File: src/rtl/srx_pkg.sv
package srx_pkg;

  // Alignment sequencer states
  typedef enum logic [1:0] {
    ALN_HUNT    = 2'd0,
    ALN_CONFIRM = 2'd1,
    ALN_LOCKED  = 2'd2
  } aln_state_e;

endpackage

File: src/rtl/srx_lane_hist.sv
// Per-lane bit history: two bits enter per cycle, rise bit older than fall bit.
module srx_lane_hist #(
  parameter int WORD_W = 12
) (
  input  logic            clk,
  input  logic            rst_n,
  input  logic            early_bit,
  input  logic            late_bit,
  output logic [WORD_W:0] hist
);

  logic [WORD_W:0] hist_q;
  logic [WORD_W:0] hist_d;

  always_comb begin
    hist_d = {hist_q[WORD_W-2:0], early_bit, late_bit};
  end

  always_ff @(posedge clk or negedge rst_n) begin
    if (!rst_n) hist_q <= '0;
    else        hist_q <= hist_d;
  end

  assign hist = hist_q;

  // rise bit lands above fall bit, older bits move up by two
  a_r2_bit_order: assert property (@(posedge clk) disable iff (!rst_n)
    rst_n |=> (hist_q[1] == $past(early_bit)) && (hist_q[0] == $past(late_bit)));

  a_r2_shift_up: assert property (@(posedge clk) disable iff (!rst_n)
    rst_n |=> hist_q[WORD_W:2] == $past(hist_q[WORD_W-2:0]));

endmodule

File: src/rtl/srx_frame_align.sv
// Hunts for the frame marker at any bit offset, confirms it, tracks lock.
module srx_frame_align
  import srx_pkg::*;
#(
  parameter int WORD_W      = 12,
  parameter int LOCK_WORDS  = 4,
  parameter int DROP_MISSES = 2
) (
  input  logic            clk,
  input  logic            rst_n,
  input  logic [WORD_W:0] frame_hist,
  output logic            odd_par,
  output logic            take,
  output logic            locked
);

  localparam int CYC    = WORD_W / 2;
  localparam int HALF   = WORD_W / 2;
  localparam int PH_W   = (CYC > 1) ? $clog2(CYC) : 1;
  localparam int GOOD_W = $clog2(LOCK_WORDS + 1);
  localparam int MISS_W = $clog2(DROP_MISSES + 1);
  localparam logic [WORD_W-1:0] FRAME_REF = {{HALF{1'b1}}, {HALF{1'b0}}};
  localparam logic [PH_W-1:0]   PH_LAST   = PH_W'(CYC - 1);

  aln_state_e        state_q, state_d;
  logic              par_q, par_d;
  logic [PH_W-1:0]   phase_q, phase_d;
  logic [GOOD_W-1:0] good_q, good_d;
  logic [MISS_W-1:0] miss_q, miss_d;

  logic hit_even, hit_odd, cur_hit, boundary;

  // Window ending on the newest bit (even) or one bit earlier (odd)
  assign hit_even = (frame_hist[WORD_W-1:0] == FRAME_REF);
  assign hit_odd  = (frame_hist[WORD_W:1]   == FRAME_REF);
  assign cur_hit  = par_q ? hit_odd : hit_even;
  assign boundary = (state_q != ALN_HUNT) && (phase_q == PH_LAST);

  always_comb begin
    state_d = state_q;
    par_d   = par_q;
    phase_d = phase_q;
    good_d  = good_q;
    miss_d  = miss_q;
    if (state_q != ALN_HUNT) begin
      phase_d = boundary ? '0 : phase_q + PH_W'(1);
    end
    case (state_q)
      ALN_HUNT: begin
        if (hit_even || hit_odd) begin
          state_d = ALN_CONFIRM;
          par_d   = !hit_even;
          phase_d = '0;
          good_d  = GOOD_W'(1);
        end
      end
      ALN_CONFIRM: begin
        if (boundary) begin
          if (cur_hit) begin
            if (good_q == GOOD_W'(LOCK_WORDS - 1)) begin
              state_d = ALN_LOCKED;
              miss_d  = '0;
            end else begin
              good_d = good_q + GOOD_W'(1);
            end
          end else begin
            state_d = ALN_HUNT;
            good_d  = '0;
          end
        end
      end
      ALN_LOCKED: begin
        if (boundary) begin
          if (cur_hit) begin
            miss_d = '0;
          end else if (miss_q == MISS_W'(DROP_MISSES - 1)) begin
            state_d = ALN_HUNT;
            miss_d  = '0;
            good_d  = '0;
          end else begin
            miss_d = miss_q + MISS_W'(1);
          end
        end
      end
      default: state_d = ALN_HUNT;
    endcase
  end

  always_ff @(posedge clk or negedge rst_n) begin
    if (!rst_n) begin
      state_q <= ALN_HUNT;
      par_q   <= 1'b0;
      phase_q <= '0;
      good_q  <= '0;
      miss_q  <= '0;
    end else begin
      state_q <= state_d;
      par_q   <= par_d;
      phase_q <= phase_d;
      good_q  <= good_d;
      miss_q  <= miss_d;
    end
  end

  assign odd_par = par_q;
  assign take    = boundary && (state_d == ALN_LOCKED);
  assign locked  = (state_q == ALN_LOCKED);

  // a pattern seen while hunting starts a word count at phase zero
  a_r3_hunt_to_confirm: assert property (@(posedge clk) disable iff (!rst_n)
    (state_q == ALN_HUNT && (hit_even || hit_odd)) |=> (state_q == ALN_CONFIRM && phase_q == '0));

  // the lock only falls on a word boundary
  a_r5_drop_on_boundary: assert property (@(posedge clk) disable iff (!rst_n)
    $fell(locked) |-> $past(phase_q) == PH_LAST);

  // hunting always begins with cleared counters
  a_r6_hunt_counts_clear: assert property (@(posedge clk) disable iff (!rst_n)
    (state_q == ALN_HUNT) |-> (good_q == '0 && miss_q == '0));

endmodule

File: src/rtl/srx_word_out.sv
// Selects the aligned window on each lane and registers all lanes together.
module srx_word_out #(
  parameter int LANES  = 4,
  parameter int WORD_W = 12
) (
  input  logic                            clk,
  input  logic                            rst_n,
  input  logic [LANES*(WORD_W+1)-1:0]     lane_hist,
  input  logic                            odd_par,
  input  logic                            take,
  input  logic                            tc_en,
  output logic [LANES*WORD_W-1:0]         words,
  output logic                            vld
);

  localparam int HW = WORD_W + 1;

  logic [LANES*WORD_W-1:0] words_q, words_d;
  logic                    vld_q, vld_d;

  for (genvar g = 0; g < LANES; g++) begin : g_lane
    logic [HW-1:0]     h;
    logic [WORD_W-1:0] sel;
    logic [WORD_W-1:0] conv;
    assign h    = lane_hist[g*HW +: HW];
    assign sel  = odd_par ? h[WORD_W:1] : h[WORD_W-1:0];
    assign conv = tc_en ? {~sel[WORD_W-1], sel[WORD_W-2:0]} : sel;
    always_comb begin
      words_d[g*WORD_W +: WORD_W] = take ? conv : words_q[g*WORD_W +: WORD_W];
    end
  end

  always_comb begin
    vld_d = take;
  end

  always_ff @(posedge clk or negedge rst_n) begin
    if (!rst_n) begin
      words_q <= '0;
      vld_q   <= 1'b0;
    end else begin
      words_q <= words_d;
      vld_q   <= vld_d;
    end
  end

  assign words = words_q;
  assign vld   = vld_q;

  // no lane word changes except on a delivery edge
  a_r8_hold_between: assert property (@(posedge clk) disable iff (!rst_n)
    !take |=> $stable(words_q));

endmodule

File: src/rtl/srx_quad_rx.sv
module srx_quad_rx #(
  parameter int LANES       = 4,
  parameter int WORD_W      = 12,
  parameter int LOCK_WORDS  = 4,
  parameter int DROP_MISSES = 2
) (
  input  logic                    clk,
  input  logic                    rst_n,
  input  logic                    frame_rise,
  input  logic                    frame_fall,
  input  logic [LANES-1:0]        lane_rise,
  input  logic [LANES-1:0]        lane_fall,
  input  logic                    twos_comp,
  output logic [LANES*WORD_W-1:0] sample_word,
  output logic                    sample_valid,
  output logic                    align_locked
);

  localparam int HW = WORD_W + 1;

  // Reset: asserted asynchronously, released after two clock edges
  logic rst_s1_q, rst_core_n;
  always_ff @(posedge clk or negedge rst_n) begin
    if (!rst_n) begin
      rst_s1_q   <= 1'b0;
      rst_core_n <= 1'b0;
    end else begin
      rst_s1_q   <= 1'b1;
      rst_core_n <= rst_s1_q;
    end
  end

  logic [HW-1:0]          frame_hist;
  logic [LANES*HW-1:0]    lane_hist;
  logic                   odd_par, take;

  srx_lane_hist #(.WORD_W(WORD_W)) u_frame_hist (
    .clk       (clk),
    .rst_n     (rst_core_n),
    .early_bit (frame_rise),
    .late_bit  (frame_fall),
    .hist      (frame_hist)
  );

  for (genvar g = 0; g < LANES; g++) begin : g_data
    srx_lane_hist #(.WORD_W(WORD_W)) u_hist (
      .clk       (clk),
      .rst_n     (rst_core_n),
      .early_bit (lane_rise[g]),
      .late_bit  (lane_fall[g]),
      .hist      (lane_hist[g*HW +: HW])
    );
  end

  srx_frame_align #(
    .WORD_W      (WORD_W),
    .LOCK_WORDS  (LOCK_WORDS),
    .DROP_MISSES (DROP_MISSES)
  ) u_align (
    .clk        (clk),
    .rst_n      (rst_core_n),
    .frame_hist (frame_hist),
    .odd_par    (odd_par),
    .take       (take),
    .locked     (align_locked)
  );

  srx_word_out #(.LANES(LANES), .WORD_W(WORD_W)) u_out (
    .clk       (clk),
    .rst_n     (rst_core_n),
    .lane_hist (lane_hist),
    .odd_par   (odd_par),
    .take      (take),
    .tc_en     (twos_comp),
    .words     (sample_word),
    .vld       (sample_valid)
  );

  // strobe only while locked, and never two cycles running
  a_r7_valid_needs_lock: assert property (@(posedge clk) disable iff (!rst_core_n)
    sample_valid |-> align_locked);

  a_r7_single_pulse: assert property (@(posedge clk) disable iff (!rst_core_n)
    sample_valid |=> !sample_valid);

  // lock is declared together with the first delivered word
  a_r4_lock_with_first_word: assert property (@(posedge clk) disable iff (!rst_core_n)
    $rose(align_locked) |-> sample_valid);

  // the edge that drops lock carries no word
  a_r5_drop_no_valid: assert property (@(posedge clk) disable iff (!rst_core_n)
    $fell(align_locked) |-> !sample_valid);

endmodule

File: config.mk
export PLATFORM = sky130hd
export DESIGN_NAME = srx_quad_rx
export DESIGN_NICKNAME = d
export VERILOG_FILES = /design/src/rtl/srx_pkg.sv /design/src/rtl/srx_lane_hist.sv /design/src/rtl/srx_frame_align.sv /design/src/rtl/srx_word_out.sv /design/src/rtl/srx_quad_rx.sv
export SDC_FILE = /design/constraint.sdc
export NUM_CORES = 1
export LEC_CHECK = 0
export BUFFER_PORTS_ARGS = -buffer_cell sky130_fd_sc_hd__clkbuf_2
export CORE_ASPECT_RATIO = 0.7
export CORE_MARGIN = 1
export CORE_UTILIZATION = 56
export DETAILED_ROUTE_END_ITERATION = 12
export PLACE_DENSITY = 0.77
export REMOVE_ABC_BUFFERS = 1
export SYNTH_ARGS = -nofsm -noshare
export SYNTH_HDL_FRONTEND = slang
export SYNTH_SLANG_ARGS = --single-unit
File: constraint.sdc
create_clock -name clk -period 4.6 [get_ports clk]
set_input_delay 0.46 -clock clk [delete_from_list [all_inputs] [get_ports clk]]
set_output_delay 0.46 -clock clk [all_outputs]
set_load 0.02 [all_outputs]
==> results of run 1 <==
-- metrics by stage --
| stage | std cells | setup WS, ps | hold slack, ps | util (%) |
|---|---|---|---|---|
| final | 523 | 1150 | 151 | 70.5 |
| after detailed placement | 490 | 1160 | 249 | 63.2 |
| after global routing | 523 | 850 | 132 | 70.5 |
| after CTS | 523 | 1110 | 138 | 70.5 |
| after global placement | 490 | 1310 | 249 | 63.2 |
| after floorplan | 305 | 578 | 164 | - |
-- logic make-up (layout without fill, tap and decap cells) --
group / count (synthesis) / after routing / synth area share [%]
buffers and inverters: 20 / 103 / 2.35
AO/OA/AOI/OAI: 21 / 21 / 3.90
XOR/XNOR: 4 / 4 / 0.699
adder cells (fa/ha/maj): 8 / 8 / 2.00
AND/OR/NAND/NOR: 39 / 39 / 4.54
multiplexers: 100 / 100 / 23.0
other: 1 / 1 / 0.0748
flip-flops: 127 / 127 / 63.4
-- state kept, by name, indices dropped and copies added, names as in the netlist --
name / flops
u_frame_hist.hist: 13
u_out.words: 48
u_align.odd_par: 1
u_out.vld: 1
rst_s1_q: 1
u_align.miss_q: 2
u_align.state_q: 2
rst_core_n: 1
u_align.phase_q: 3
u_align.good_q: 3
g_data.u_hist.hist: 52
-- cells in the mapped netlist (all sizes together) (2+ instances only) --
cell type,count
inv,5
buf,8
nand3,2
a21o,2
clkbuf,7
o21ai,3
mux2i,5
mux2,95
nor2,7
nand3b,3
nand2b,6
nand4b,2
nor2b,2
ha,8
and3,2
nor3,2
a2111oi,3
nand2,8
dfrtp,127
a21oi,2
xnor2,4
-- area by class of cell --
class | instances | area (um2) | share of cell area [%]
Sequential cell | 127 | 3180 | 52.8
Multi-Input combinational cell | 173 | 1720 | 28.5
Clock buffer | 22 | 494 | 8.20
Timing Repair Buffer | 66 | 343 | 5.69
Tap cell | 120 | 150 | 2.49
Clock inverter | 10 | 124 | 2.05
Inverter | 5 | 18.8 | 0.311
-- where the power goes --
part / internal (W) / total, W / switching, W
clock: 0.000875 / 0.00136 / 0.000485
sequential: 0.00126 / 0.00136 / 0.000102
combinational: 0.000204 / 0.000463 / 0.000259
total: 0.00234 / 0.00318 / 0.000846
-- worst max path at each step --
| stage | startpoint | to | slack [ps] | cells after the start |
|---|---|---|---|---|
| final | u_align.odd_par | u_out.words[36] | 1150 | 7 |
| after global routing | u_align.odd_par | u_out.words[1] | 850 | 7 |
| after floorplan | u_align.odd_par | u_out.words[0] | 580 | 5 |
| after detailed placement | u_align.odd_par | u_out.words[1] | 1160 | 7 |
| after CTS | u_align.odd_par | u_out.words[36] | 1110 | 7 |
| after global placement | u_align.odd_par | u_out.words[12] | 1310 | 7 |
-- per-layer routing --
metal | vias to the layer above | track usage, % | part of all wire [%]
met1 | 1400 | 27.8 | 47
met3 | 11 | 7.54 | 4.8
met4 | 0 | 7.92 | 0.97
met5 | - | 0 | 0
li1 | 1286 | - | -
met2 | 67 | 31.1 | 47
-- worst register-to-register path, stage by stage (launching register included) --
cell                        delay, ps
sky130_fd_sc_hd__dfrtp_2          350
sky130_fd_sc_hd__buf_4            520
sky130_fd_sc_hd__nand3b_1         250
sky130_fd_sc_hd__a2111oi_4        670
sky130_fd_sc_hd__o311ai_1         290
sky130_fd_sc_hd__a31oi_4          220
sky130_fd_sc_hd__buf_4            590
sky130_fd_sc_hd__mux2_2           450
-- repair_timing --
action	CTS	global route
resized for setup	0	0
hold buffers	1	0
hold endpoints to repair	2	0
==> impl_results.html, run 1 <==
<table>
<tr><th>Metric</th><th>Value</th></tr>
<tr><th colspan="2">Layout</th></tr>
<tr><td>Signed area change from the synthesized netlist to the final layout</td><td>20.3%</td></tr>
<tr><td>Most common library cell in the layout ignoring fill and taps</td><td>sky130_fd_sc_hd__dfrtp_1</td></tr>
<tr><td>Final nets</td><td>411</td></tr>
<tr><td>Fraction of final layout cells with drive strength greater than 1</td><td>49.9%</td></tr>
<tr><td>Design area</td><td>0.00603 mm2</td></tr>
<tr><td>Number of filler cells placed in the layout</td><td>587</td></tr>
<tr><td>Highest-count cells in the layout ignoring fill and taps</td><td>sky130_fd_sc_hd__dfrtp_1 (125), sky130_fd_sc_hd__mux2_2 (86), sky130_fd_sc_hd__clkbuf_2 (62), sky130_fd_sc_hd__clkbuf_16 (17), sky130_fd_sc_hd__mux2_4 (9)</td></tr>
<tr><td>Antenna diode instance count</td><td>0</td></tr>
<tr><th colspan="2">Placed design</th></tr>
<tr><td>Placed cell area</td><td>0.00540 mm2</td></tr>
<tr><td>Final estimated routing congestion in global placement</td><td>0.836</td></tr>
<tr><td>Post-detail-place hpwl</td><td>5010 um</td></tr>
<tr><td>IO buf count</td><td>62</td></tr>
<tr><th colspan="2">Pwr</th></tr>
<tr><td>Power density over the cells</td><td>528 mW/mm2</td></tr>
<tr><td>Overall power</td><td>0.00318 W</td></tr>
<tr><td>Leak pwr</td><td>2.81 nW</td></tr>
<tr><td>Peak ir drop on the vdd network</td><td>312 uV</td></tr>
<tr><th colspan="2">Timing</th></tr>
<tr><td>Normalized max-slew margin</td><td>32.6%</td></tr>
<tr><td>Clock tree skew after final layout</td><td>6.81 ps</td></tr>
<tr><td>Setup TNS Final</td><td>0 ps</td></tr>
<tr><td>Post-route clock period utilization</td><td>74.9%</td></tr>
<tr><td>Unrepaired setup endpoints after global routing</td><td>false</td></tr>
<tr><td>Count of pins over their slew limit</td><td>0</td></tr>
<tr><td>Total setup violations reported at the end of the flow</td><td>0</td></tr>
<tr><td>Transition time of the tightest slew-check pin</td><td>1010 ps</td></tr>
<tr><td>Highest clock frequency the design can meet</td><td>290 MHz</td></tr>
<tr><td>Minimum clock period after layout</td><td>3450 ps</td></tr>
<tr><td>Number of failing hold endpoints at the final stage</td><td>0</td></tr>
<tr><th colspan="2">Setup path</th></tr>
<tr><td>Largest fanout on the critical path</td><td>50</td></tr>
<tr><td>Worst flop-to-flop path startpoint</td><td>u_align.odd_par</td></tr>
<tr><td>Required time of the worst setup path</td><td>4890 ps</td></tr>
<tr><td>Crit path launch type</td><td>flop</td></tr>
<tr><td>Buffers &amp; Inverters on Critical Path</td><td>2</td></tr>
<tr><td>Flop2flop setup slack</td><td>1150 ps</td></tr>
<tr><td>CP max stage delay</td><td>670 ps</td></tr>
<tr><td>Chain of cells forming the critical path</td><td>buf_4, nand3b_1, a2111oi_4, o311ai_1, a31oi_4, buf_4, mux2_2</td></tr>
<tr><td>Critical path's most frequent cell</td><td>sky130_fd_sc_hd__buf_4</td></tr>
<tr><td>Reg-to-Reg End</td><td>u_out.words[36]</td></tr>
<tr><td>Crit-path slowest cell</td><td>sky130_fd_sc_hd__a2111oi_4</td></tr>
<tr><td>R2R depth</td><td>7</td></tr>
<tr><td>Critical path capture point type</td><td>flop</td></tr>
<tr><td>Critical path class</td><td>reg2reg</td></tr>
<tr><td>CP top delay family</td><td>compound AO/OA/AOI/OAI gates</td></tr>
<tr><td>Signal arrival time at the worst endpoint</td><td>3740 ps</td></tr>
<tr><th colspan="2">Clock tree</th></tr>
<tr><td>Master cell of the clock root buffer</td><td>sky130_fd_sc_hd__clkbuf_16</td></tr>
<tr><td>Number of buffers created by CTS</td><td>17</td></tr>
<tr><td>Clock input transition at the sequential cells of the worst setup and hold paths</td><td>60 ps</td></tr>
<tr><td>Maximum count of clock buffers along a single path</td><td>2</td></tr>
<tr><td>Post-CTS setup buffers</td><td>0</td></tr>
<tr><td>Worst skew pair latency</td><td>410 ps</td></tr>
<tr><td>CTS tree</td><td>built</td></tr>
<tr><td>Number of H-tree levels</td><td>4</td></tr>
<tr><td>Clock net sink count</td><td>127</td></tr>
<tr><th colspan="2">Route</th></tr>
<tr><td>Final ANT Viol Nets</td><td>0</td></tr>
<tr><td>Number of violations reported at the end of detailed-routing iteration 0</td><td>89</td></tr>
<tr><td>Avg WL per Cell</td><td>16.2 um</td></tr>
<tr><td>Length of the first detailed-routing pass in iterations</td><td>4</td></tr>
<tr><td>Count of vias placed by the detailed router</td><td>2,764</td></tr>
<tr><td>Number of vias per cell after detailed routing</td><td>5.28</td></tr>
<tr><td>Post-detailed-routing wire length</td><td>8490 um</td></tr>
<tr><td>DRC violations left</td><td>0</td></tr>
<tr><th colspan="2">Yosys</th></tr>
<tr><td>Fraction of the yosys area taken by sequential cells</td><td>63.4%</td></tr>
<tr><td>Post-synth top flop</td><td>sky130_fd_sc_hd__dfrtp_1</td></tr>
<tr><td>Async S/R FF share, synth</td><td>100%</td></tr>
<tr><td>Synth Register Bits</td><td>127</td></tr>
<tr><td>Cell type contributing the most total cell area after synthesis</td><td>sky130_fd_sc_hd__dfrtp_1</td></tr>
<tr><td>Mapped Cells</td><td>320</td></tr>
<tr><td>Number of warnings printed during yosys synthesis</td><td>0</td></tr>
<tr><td>Syn_area_per_cell</td><td>15.7 um2</td></tr>
<tr><td>Unique masters post-synth</td><td>44</td></tr>
<tr><td>Area contributors post-synth</td><td>sky130_fd_sc_hd__dfrtp_1 (63%), sky130_fd_sc_hd__mux2_2 (19%), sky130_fd_sc_hd__mux2_4 (2.7%), sky130_fd_sc_hd__ha_1 (2.0%), sky130_fd_sc_hd__mux2i_1 (1.0%)</td></tr>
<tr><td>Share of the synthesized area in the top cell type</td><td>63.4%</td></tr>
<tr><td>Post-synthesis cell area</td><td>0.00501 mm2</td></tr>
<tr><td>Count of flip-flops with a built-in enable after synthesis</td><td>0</td></tr>
<tr><th colspan="2">Die</th></tr>
<tr><td>Die Area</td><td>0.00934 mm2</td></tr>
<tr><td>Effective utilization at floorplan</td><td>58.6%</td></tr>
<tr><td>Die width</td><td>115 um</td></tr>
<tr><td>Number of core rows</td><td>28</td></tr>
<tr><td>Core box area</td><td>0.00855 mm2</td></tr>
<tr><td>Die H</td><td>81.1 um</td></tr>
<tr><td>Count of pins on the block boundary</td><td>63</td></tr>
<tr><th colspan="2">Global route</th></tr>
<tr><td>Vias in the first global route</td><td>2,831</td></tr>
<tr><td>Number of antenna violations at the first check in global routing</td><td>0</td></tr>
<tr><td>Global-route wire length before repair</td><td>14,100 um</td></tr>
<tr><td>Pin count of the biggest net entering global routing</td><td>83</td></tr>
<tr><td>Combined global-route utilization of all metal layers</td><td>20.7%</td></tr>
<tr><td>Sum of overflow across all layers after global routing</td><td>0</td></tr>
<tr><th colspan="2">Min path</th></tr>
<tr><td>Number of cells traversed by the worst hold path</td><td>1</td></tr>
<tr><td>Source of the worst hold timing path</td><td>lane_rise[0]</td></tr>
<tr><td>WHS Endpoint</td><td>g_data[0].u_hist.hist[1]</td></tr>
<tr><td>Type of the tightest min-delay check</td><td>in2reg</td></tr>
<tr><th colspan="2">Status</th></tr>
<tr><td>Result of the run</td><td>completed</td></tr>
<tr><th colspan="2">Job</th></tr>
<tr><td>Total of max-cap violations</td><td>0</td></tr>
</table>
Note: power is estimated with default switching activity, not from simulation.
==> inputs of run 2 (changes only) <==
--- a/config.mk
+++ b/config.mk
@@ -8,9 +8,9 @@
 export BUFFER_PORTS_ARGS = -buffer_cell sky130_fd_sc_hd__clkbuf_2
 export CORE_ASPECT_RATIO = 0.7
 export CORE_MARGIN = 1
-export CORE_UTILIZATION = 56
+export CORE_UTILIZATION = 52
 export DETAILED_ROUTE_END_ITERATION = 12
-export PLACE_DENSITY = 0.77
+export PLACE_DENSITY = 0.76
 export REMOVE_ABC_BUFFERS = 1
 export SYNTH_ARGS = -nofsm -noshare
 export SYNTH_HDL_FRONTEND = slang
==> constraint.sdc (replaced) <==
create_clock -name clk -period 3.1 [get_ports clk]
set_input_delay 0.31 -clock clk [delete_from_list [all_inputs] [get_ports clk]]
set_output_delay 0.31 -clock clk [all_outputs]
set_load 0.02 [all_outputs]
==> run 2 against run 1 <==
  * Core utilization is 4.6 points lower
  * Sequential power is 49% higher
  * Setup slack worse by 810 ps
  * Non-clock buffer count is 10 higher
  * Critical path depth is 1 higher
  * First-iteration DRC count is 55% higher
  * Sequential share of layout area is 0.41 points lower
==> impl_results.html, run 2 (synthesized netlist as in run 1, its figures left out) <==
<table>
<tr><th>Metric</th><th>Value</th></tr>
<tr><th colspan="2">Status</th></tr>
<tr><td>Result of the run</td><td>completed</td></tr>
<tr><th colspan="2">Route</th></tr>
<tr><td>DRC violations left</td><td>0</td></tr>
<tr><td>Number of violations reported at the end of detailed-routing iteration 0</td><td>138</td></tr>
<tr><td>Length of the first detailed-routing pass in iterations</td><td>4</td></tr>
<tr><td>Count of vias placed by the detailed router</td><td>2,784</td></tr>
<tr><td>Number of vias per cell after detailed routing</td><td>5.19</td></tr>
<tr><td>Avg WL per Cell</td><td>16.4 um</td></tr>
<tr><td>Final ANT Viol Nets</td><td>0</td></tr>
<tr><td>Post-detailed-routing wire length</td><td>8760 um</td></tr>
<tr><th colspan="2">Timing</th></tr>
<tr><td>Minimum clock period after layout</td><td>2760 ps</td></tr>
<tr><td>Highest clock frequency the design can meet</td><td>362 MHz</td></tr>
<tr><td>Normalized max-slew margin</td><td>53.4%</td></tr>
<tr><td>Clock tree skew after final layout</td><td>12.3 ps</td></tr>
<tr><td>Total setup violations reported at the end of the flow</td><td>0</td></tr>
<tr><td>Unrepaired setup endpoints after global routing</td><td>false</td></tr>
<tr><td>Setup TNS Final</td><td>0 ps</td></tr>
<tr><td>Transition time of the tightest slew-check pin</td><td>698 ps</td></tr>
<tr><td>Post-route clock period utilization</td><td>89.0%</td></tr>
<tr><td>Count of pins over their slew limit</td><td>0</td></tr>
<tr><td>Number of failing hold endpoints at the final stage</td><td>0</td></tr>
<tr><th colspan="2">Job</th></tr>
<tr><td>Total of max-cap violations</td><td>0</td></tr>
<tr><th colspan="2">Layout</th></tr>
<tr><td>Highest-count cells in the layout ignoring fill and taps</td><td>sky130_fd_sc_hd__dfrtp_1 (125), sky130_fd_sc_hd__mux2_2 (86), sky130_fd_sc_hd__clkbuf_2 (62), sky130_fd_sc_hd__clkbuf_16 (17), sky130_fd_sc_hd__mux2_4 (9)</td></tr>
<tr><td>Final nets</td><td>421</td></tr>
<tr><td>Signed area change from the synthesized netlist to the final layout</td><td>21.2%</td></tr>
<tr><td>Number of filler cells placed in the layout</td><td>649</td></tr>
<tr><td>Largest register FFs</td><td>52</td></tr>
<tr><td>Fraction of final layout cells with drive strength greater than 1</td><td>48.5%</td></tr>
<tr><td>Antenna diode instance count</td><td>0</td></tr>
<tr><td>Share of the core filled with cells</td><td>65.9%</td></tr>
<tr><td>Most common library cell in the layout ignoring fill and taps</td><td>sky130_fd_sc_hd__dfrtp_1</td></tr>
<tr><th colspan="2">Clock tree</th></tr>
<tr><td>Worst skew pair latency</td><td>410 ps</td></tr>
<tr><td>Post-CTS setup buffers</td><td>0</td></tr>
<tr><td>Maximum count of clock buffers along a single path</td><td>2</td></tr>
<tr><td>Number of H-tree levels</td><td>4</td></tr>
<tr><td>Master cell of the clock root buffer</td><td>sky130_fd_sc_hd__clkbuf_16</td></tr>
<tr><td>Clock input transition at the sequential cells of the worst setup and hold paths</td><td>50 ps</td></tr>
<tr><td>CTS tree</td><td>built</td></tr>
<tr><td>Number of buffers created by CTS</td><td>17</td></tr>
<tr><td>Number of gates given a new drive strength after cts</td><td>0</td></tr>
<tr><td>Clock net sink count</td><td>127</td></tr>
<tr><th colspan="2">Global route</th></tr>
<tr><td>Vias in the first global route</td><td>2,963</td></tr>
<tr><td>Number of antenna violations at the first check in global routing</td><td>0</td></tr>
<tr><td>Combined global-route utilization of all metal layers</td><td>19.8%</td></tr>
<tr><td>Global-route wire length before repair</td><td>15,000 um</td></tr>
<tr><td>Pin count of the biggest net entering global routing</td><td>57</td></tr>
<tr><td>Sum of overflow across all layers after global routing</td><td>0</td></tr>
<tr><th colspan="2">Min path</th></tr>
<tr><td>Type of the tightest min-delay check</td><td>in2reg</td></tr>
<tr><th colspan="2">Die</th></tr>
<tr><td>Die H</td><td>84.1 um</td></tr>
<tr><td>Number of core rows</td><td>29</td></tr>
<tr><td>Core box area</td><td>0.00922 mm2</td></tr>
<tr><td>Die Area</td><td>0.0100 mm2</td></tr>
<tr><td>Count of pins on the block boundary</td><td>63</td></tr>
<tr><td>Effective utilization at floorplan</td><td>54.4%</td></tr>
<tr><td>Die width</td><td>119 um</td></tr>
<tr><th colspan="2">Setup path</th></tr>
<tr><td>Critical path class</td><td>reg2reg</td></tr>
<tr><td>Buffers &amp; Inverters on Critical Path</td><td>2</td></tr>
<tr><td>Signal arrival time at the worst endpoint</td><td>3050 ps</td></tr>
<tr><td>Critical path capture point type</td><td>flop</td></tr>
<tr><td>Required time of the worst setup path</td><td>3390 ps</td></tr>
<tr><td>Crit path launch type</td><td>flop</td></tr>
<tr><td>Largest fanout on the critical path</td><td>49</td></tr>
<tr><td>Crit-path slowest cell</td><td>sky130_fd_sc_hd__a2111oi_0</td></tr>
<tr><td>CP top delay family</td><td>compound AO/OA/AOI/OAI gates</td></tr>
<tr><td>CP max stage delay</td><td>440 ps</td></tr>
<tr><td>Chain of cells forming the critical path</td><td>inv_1, ha_1, nand3b_1, a2111oi_0, a21oi_1, a31oi_4, buf_12, mux2_2</td></tr>
<tr><th colspan="2">Placed design</th></tr>
<tr><td>IO buf count</td><td>62</td></tr>
<tr><td>Post-detail-place hpwl</td><td>5570 um</td></tr>
<tr><td>Final estimated routing congestion in global placement</td><td>0.849</td></tr>
<tr><th colspan="2">Pwr</th></tr>
<tr><td>Leak pwr</td><td>2.84 nW</td></tr>
<tr><td>Overall power</td><td>0.00459 W</td></tr>
<tr><td>Power density over the cells</td><td>755 mW/mm2</td></tr>
<tr><td>Peak ir drop on the vdd network</td><td>438 uV</td></tr>
</table>
==> run 2: metal layers <==
metal  vias to the layer above  part of all wire (%)  GRT usage, %
li1                       1299                     -             -
met1                      1406                    47          27.3
met2                        67                    47          29.5
met3                        12                   4.2          5.91
met4                         0                   1.3          8.18
met5                         -                     0             0
==> run 2: timing repair <==
action,4_1_cts,5_1_grt
endpoints found under the hold margin,8,0
endpoints found under the setup margin,0,0
hold buffers,7,0
==> run 2: metrics by stage <==
step / hold WS [ps] / cell area [um2] / std cells / setup slack [ps]
after CTS: 1.65 / 6080 / 536 / 392
after global routing: 0.108 / 6080 / 536 / 191
after global placement: 97.3 / 5450 / 498 / 592
after detailed placement: 100 / 5450 / 498 / 416
after floorplan: 14.4 / 4910 / 305 / -922
final: 7.43 / 6080 / 536 / 340
==> run 2: final cells by class <==
type                       instances  area (um2)  share of cell area [%]
tap                              124         155                    2.55
timing repair buffer              76         445                    7.33
clock inverter                     8        90.1                    1.48
inverter                           5        18.8                   0.309
clock buffer                      23         468                    7.70
multi-input combinational        173        1720                    28.2
sequential                       127        3180                    52.4
==> run 2: worst paths after layout <==
kind / startpoint / end / slack [ps] / depth (start not counted)
min in group asynchronous: rst_n / rst_s1_q / 220 / 2
max in group asynchronous: rst_core_n / u_out.words[32] / 1890 / 1
worst min register to register: rst_s1_q / rst_core_n / 350 / 0
worst min-delay path: frame_fall / u_frame_hist.hist[0] / 7 / 1
worst max-delay path: u_align.state_q[0] / u_out.words[8] / 340 / 8
worst max register to register: u_align.state_q[0] / u_out.words[8] / 340 / 8
==> run 2: worst reg2reg max path, delay by kind of cell (launching register included) <==
kind,cells,cell delay (ps)
simple gates,1,250
buf+inv,2,400
flops,1,420
mux,1,420
fa+ha+maj,1,320
compound gates,3,840
==> run 2: where the power goes <==
part	switching [W]	internal (W)	leakage, nW
clock	0.000660	0.00121	0.280
combinational	0.000384	0.000310	0.974
sequential	0.000155	0.00187	1.59
total	0.00120	0.00339	2.84
==> inputs of run 3 (changes only) <==
--- a/config.mk
+++ b/config.mk
@@ -11,6 +11,7 @@
 export CORE_UTILIZATION = 52
 export DETAILED_ROUTE_END_ITERATION = 12
 export PLACE_DENSITY = 0.76
+export RECOVER_POWER = 25
 export REMOVE_ABC_BUFFERS = 1
 export SYNTH_ARGS = -nofsm -noshare
 export SYNTH_HDL_FRONTEND = slang
==> run 3 against run 2 <==
  * The run now ends with capacitance limit, slew limit left
  * Cell count unchanged
  * Clock power about the same
  * Non-clock buffer count unchanged
  * Final area about the same
  * Clock skew about the same
  * Largest power group unchanged
==> impl_results.html, run 3 (synthesized netlist as in run 1, its figures left out) <==
<table>
<tr><th>Metric</th><th>Value</th></tr>
<tr><th colspan="2">Status</th></tr>
<tr><td>Result of the run</td><td>finished with violations</td></tr>
<tr><td>Failing checks</td><td>capacitance limit, slew limit</td></tr>
<tr><th colspan="2">Setup path</th></tr>
<tr><td>Critical path capture point type</td><td>flop</td></tr>
<tr><td>CP top delay family</td><td>compound AO/OA/AOI/OAI gates</td></tr>
<tr><td>Crit path launch type</td><td>flop</td></tr>
<tr><td>Crit-path slowest cell</td><td>sky130_fd_sc_hd__a2111oi_0</td></tr>
<tr><td>CP max stage delay</td><td>440 ps</td></tr>
<tr><td>Critical path startpoint</td><td>u_align.state_q[0]</td></tr>
<tr><td>Required time of the worst setup path</td><td>3380 ps</td></tr>
<tr><td>Largest fanout on the critical path</td><td>49</td></tr>
<tr><td>Signal arrival time at the worst endpoint</td><td>3040 ps</td></tr>
<tr><td>Chain of cells forming the critical path</td><td>inv_1, ha_1, nand3b_1, a2111oi_0, a21oi_1, a31oi_4, buf_12, mux2_2</td></tr>
<tr><td>Critical path class</td><td>reg2reg</td></tr>
<tr><td>Buffers &amp; Inverters on Critical Path</td><td>2</td></tr>
<tr><td>Worst flop-to-flop path startpoint</td><td>u_align.state_q[0]</td></tr>
<tr><th colspan="2">Die</th></tr>
<tr><td>Die width</td><td>119 um</td></tr>
<tr><td>Core box area</td><td>0.00922 mm2</td></tr>
<tr><td>Count of pins on the block boundary</td><td>63</td></tr>
<tr><td>Number of core rows</td><td>29</td></tr>
<tr><td>Die Area</td><td>0.0100 mm2</td></tr>
<tr><td>Effective utilization at floorplan</td><td>54.4%</td></tr>
<tr><td>Die H</td><td>84.1 um</td></tr>
<tr><th colspan="2">Clock tree</th></tr>
<tr><td>CTS tree</td><td>built</td></tr>
<tr><td>Worst skew pair latency</td><td>410 ps</td></tr>
<tr><td>Maximum count of clock buffers along a single path</td><td>2</td></tr>
<tr><td>Number of H-tree levels</td><td>4</td></tr>
<tr><td>Master cell of the clock root buffer</td><td>sky130_fd_sc_hd__clkbuf_16</td></tr>
<tr><td>Clock net sink count</td><td>127</td></tr>
<tr><td>Number of buffers created by CTS</td><td>17</td></tr>
<tr><td>Clock input transition at the sequential cells of the worst setup and hold paths</td><td>50 ps</td></tr>
<tr><th colspan="2">Route</th></tr>
<tr><td>DRC violations left</td><td>0</td></tr>
<tr><td>Number of violations reported at the end of detailed-routing iteration 0</td><td>138</td></tr>
<tr><td>Length of the first detailed-routing pass in iterations</td><td>4</td></tr>
<tr><td>Number of vias per cell after detailed routing</td><td>5.19</td></tr>
<tr><td>Count of vias placed by the detailed router</td><td>2,784</td></tr>
<tr><td>Avg WL per Cell</td><td>16.3 um</td></tr>
<tr><td>Post-detailed-routing wire length</td><td>8750 um</td></tr>
<tr><td>Final ANT Viol Nets</td><td>0</td></tr>
<tr><th colspan="2">Pwr</th></tr>
<tr><td>Sequential group share of total power</td><td>44.1%</td></tr>
<tr><td>Peak ir drop on the vdd network</td><td>438 uV</td></tr>
<tr><td>Leak pwr</td><td>2.84 nW</td></tr>
<tr><td>Psw</td><td>0.00120 W</td></tr>
<tr><td>Cell internal pwr</td><td>0.00339 W</td></tr>
<tr><td>Power density over the cells</td><td>756 mW/mm2</td></tr>
<tr><td>Comb power frac</td><td>15.1%</td></tr>
<tr><td>Sw frac</td><td>26.1%</td></tr>
<tr><td>Clock Power Share</td><td>40.7%</td></tr>
<tr><th colspan="2">Layout</th></tr>
<tr><td>Final nets</td><td>421</td></tr>
<tr><td>Highest-count cells in the layout ignoring fill and taps</td><td>sky130_fd_sc_hd__dfrtp_1 (126), sky130_fd_sc_hd__mux2_2 (86), sky130_fd_sc_hd__clkbuf_2 (61), sky130_fd_sc_hd__clkbuf_16 (17), sky130_fd_sc_hd__mux2_4 (9)</td></tr>
<tr><td>Number of cells in the finished layout apart from fillers</td><td>536</td></tr>
<tr><td>Fraction of final layout cells with drive strength greater than 1</td><td>48.1%</td></tr>
<tr><td>Antenna diode instance count</td><td>0</td></tr>
<tr><td>Most common library cell in the layout ignoring fill and taps</td><td>sky130_fd_sc_hd__dfrtp_1</td></tr>
<tr><td>Signed area change from the synthesized netlist to the final layout</td><td>21.1%</td></tr>
<tr><td>Largest register FFs</td><td>52</td></tr>
<tr><th colspan="2">Placed design</th></tr>
<tr><td>Post-detail-place hpwl</td><td>5570 um</td></tr>
<tr><td>Final estimated routing congestion in global placement</td><td>0.849</td></tr>
<tr><td>IO buf count</td><td>62</td></tr>
<tr><td>Number of placed instances, taps included</td><td>498</td></tr>
<tr><th colspan="2">Timing</th></tr>
<tr><td>Normalized max-slew margin</td><td>-41.6%</td></tr>
<tr><td>Total setup violations reported at the end of the flow</td><td>0</td></tr>
<tr><td>Count of pins over their slew limit</td><td>57</td></tr>
<tr><td>Minimum clock period after layout</td><td>2760 ps</td></tr>
<tr><td>Number of failing hold endpoints at the final stage</td><td>0</td></tr>
<tr><td>Highest clock frequency the design can meet</td><td>363 MHz</td></tr>
<tr><td>Setup TNS Final</td><td>0 ps</td></tr>
<tr><td>Transition time of the tightest slew-check pin</td><td>2120 ps</td></tr>
<tr><td>Post-route clock period utilization</td><td>89.0%</td></tr>
<tr><td>Clock tree skew after final layout</td><td>12.4 ps</td></tr>
<tr><td>Unrepaired setup endpoints after global routing</td><td>false</td></tr>
<tr><th colspan="2">Job</th></tr>
<tr><td>Total of max-cap violations</td><td>1</td></tr>
<tr><th colspan="2">Global route</th></tr>
<tr><td>Global-route wire length before repair</td><td>15,000 um</td></tr>
<tr><td>Vias in the first global route</td><td>2,963</td></tr>
<tr><td>Sum of overflow across all layers after global routing</td><td>0</td></tr>
<tr><td>Pin count of the biggest net entering global routing</td><td>57</td></tr>
<tr><td>Number of antenna violations at the first check in global routing</td><td>0</td></tr>
<tr><td>Combined global-route utilization of all metal layers</td><td>19.8%</td></tr>
<tr><th colspan="2">Min path</th></tr>
<tr><td>Source of the worst hold timing path</td><td>frame_fall</td></tr>
<tr><td>Type of the tightest min-delay check</td><td>in2reg</td></tr>
</table>
[run 3: cell counts in the layout (fill, tap and decap cells not counted)]
No cell type changed its count.
[run 3: per-layer routing]
layer  GRT usage, %  wire [um]
met4           8.18        100
met1           27.3       4120
met5              0          0
met3           5.91        375
met2           29.5       4150
[run 3: final timing paths]
check	endpoint	slack, ps	cells past startpoint
hold reg to reg	rst_core_n	350	0
min in group asynchronous	rst_s1_q	220	2
setup reg to reg	u_out.words[8]	340	8
setup / recovery	u_out.words[8]	340	8
max in group asynchronous	u_out.words[32]	880	1
hold / removal	u_frame_hist.hist[0]	9	1
[run 3: per-stage QoR]
step	hold slack (ps)	instance area (um2)	worst slack, ps	total power (W)	util [%]
after detailed placement	100	5450	416	0.00274	59.1
after global routing	0.108	6070	191	0.00479	65.9
final	8.91	6070	342	0.00459	65.9
after global placement	97.3	5450	592	0.00271	59.1
after floorplan	14.4	4910	-922	0.00248	-
after CTS	1.65	6080	392	0.00464	65.9
[run 3: worst reg2reg max path, cell delays in order (launching register included)]
cell	delay [ps]
sky130_fd_sc_hd__dfrtp_1	420
sky130_fd_sc_hd__inv_1	100
sky130_fd_sc_hd__ha_1	320
sky130_fd_sc_hd__nand3b_1	250
sky130_fd_sc_hd__a2111oi_0	440
sky130_fd_sc_hd__a21oi_1	210
sky130_fd_sc_hd__a31oi_4	190
sky130_fd_sc_hd__buf_12	290
sky130_fd_sc_hd__mux2_2	420
[run 3: final cells by class]
| type | instances | area (um2) |
|---|---|---|
| clock buffer | 23 | 468 |
| timing repair buffer | 76 | 444 |
| clock inverter | 8 | 90.1 |
| sequential | 127 | 3180 |
| multi-input combinational | 173 | 1720 |
| tap | 124 | 155 |
| fill | 650 | 3150 |
| inverter | 5 | 18.8 |
[run 3: repair_timing]
item,in CTS,in global routing
gates resized for setup,0,0
endpoints found under the hold margin,8,0
buffers inserted,0,0
hold buffers,7,0
[run 3: power groups by stage]
| stage | Combinational, W | Clock (W) | Sequential (W) |
|---|---|---|---|
| finish | 0.000694 | 0.00187 | 0.00202 |
| global route | 0.000749 | 0.00198 | 0.00205 |
| CTS | 0.000705 | 0.00190 | 0.00203 |
| detailed placement | 0.000692 | 0 | 0.00205 |
| global placement | 0.000671 | 0 | 0.00204 |
| floorplan | 0.000290 | 0 | 0.00219 |
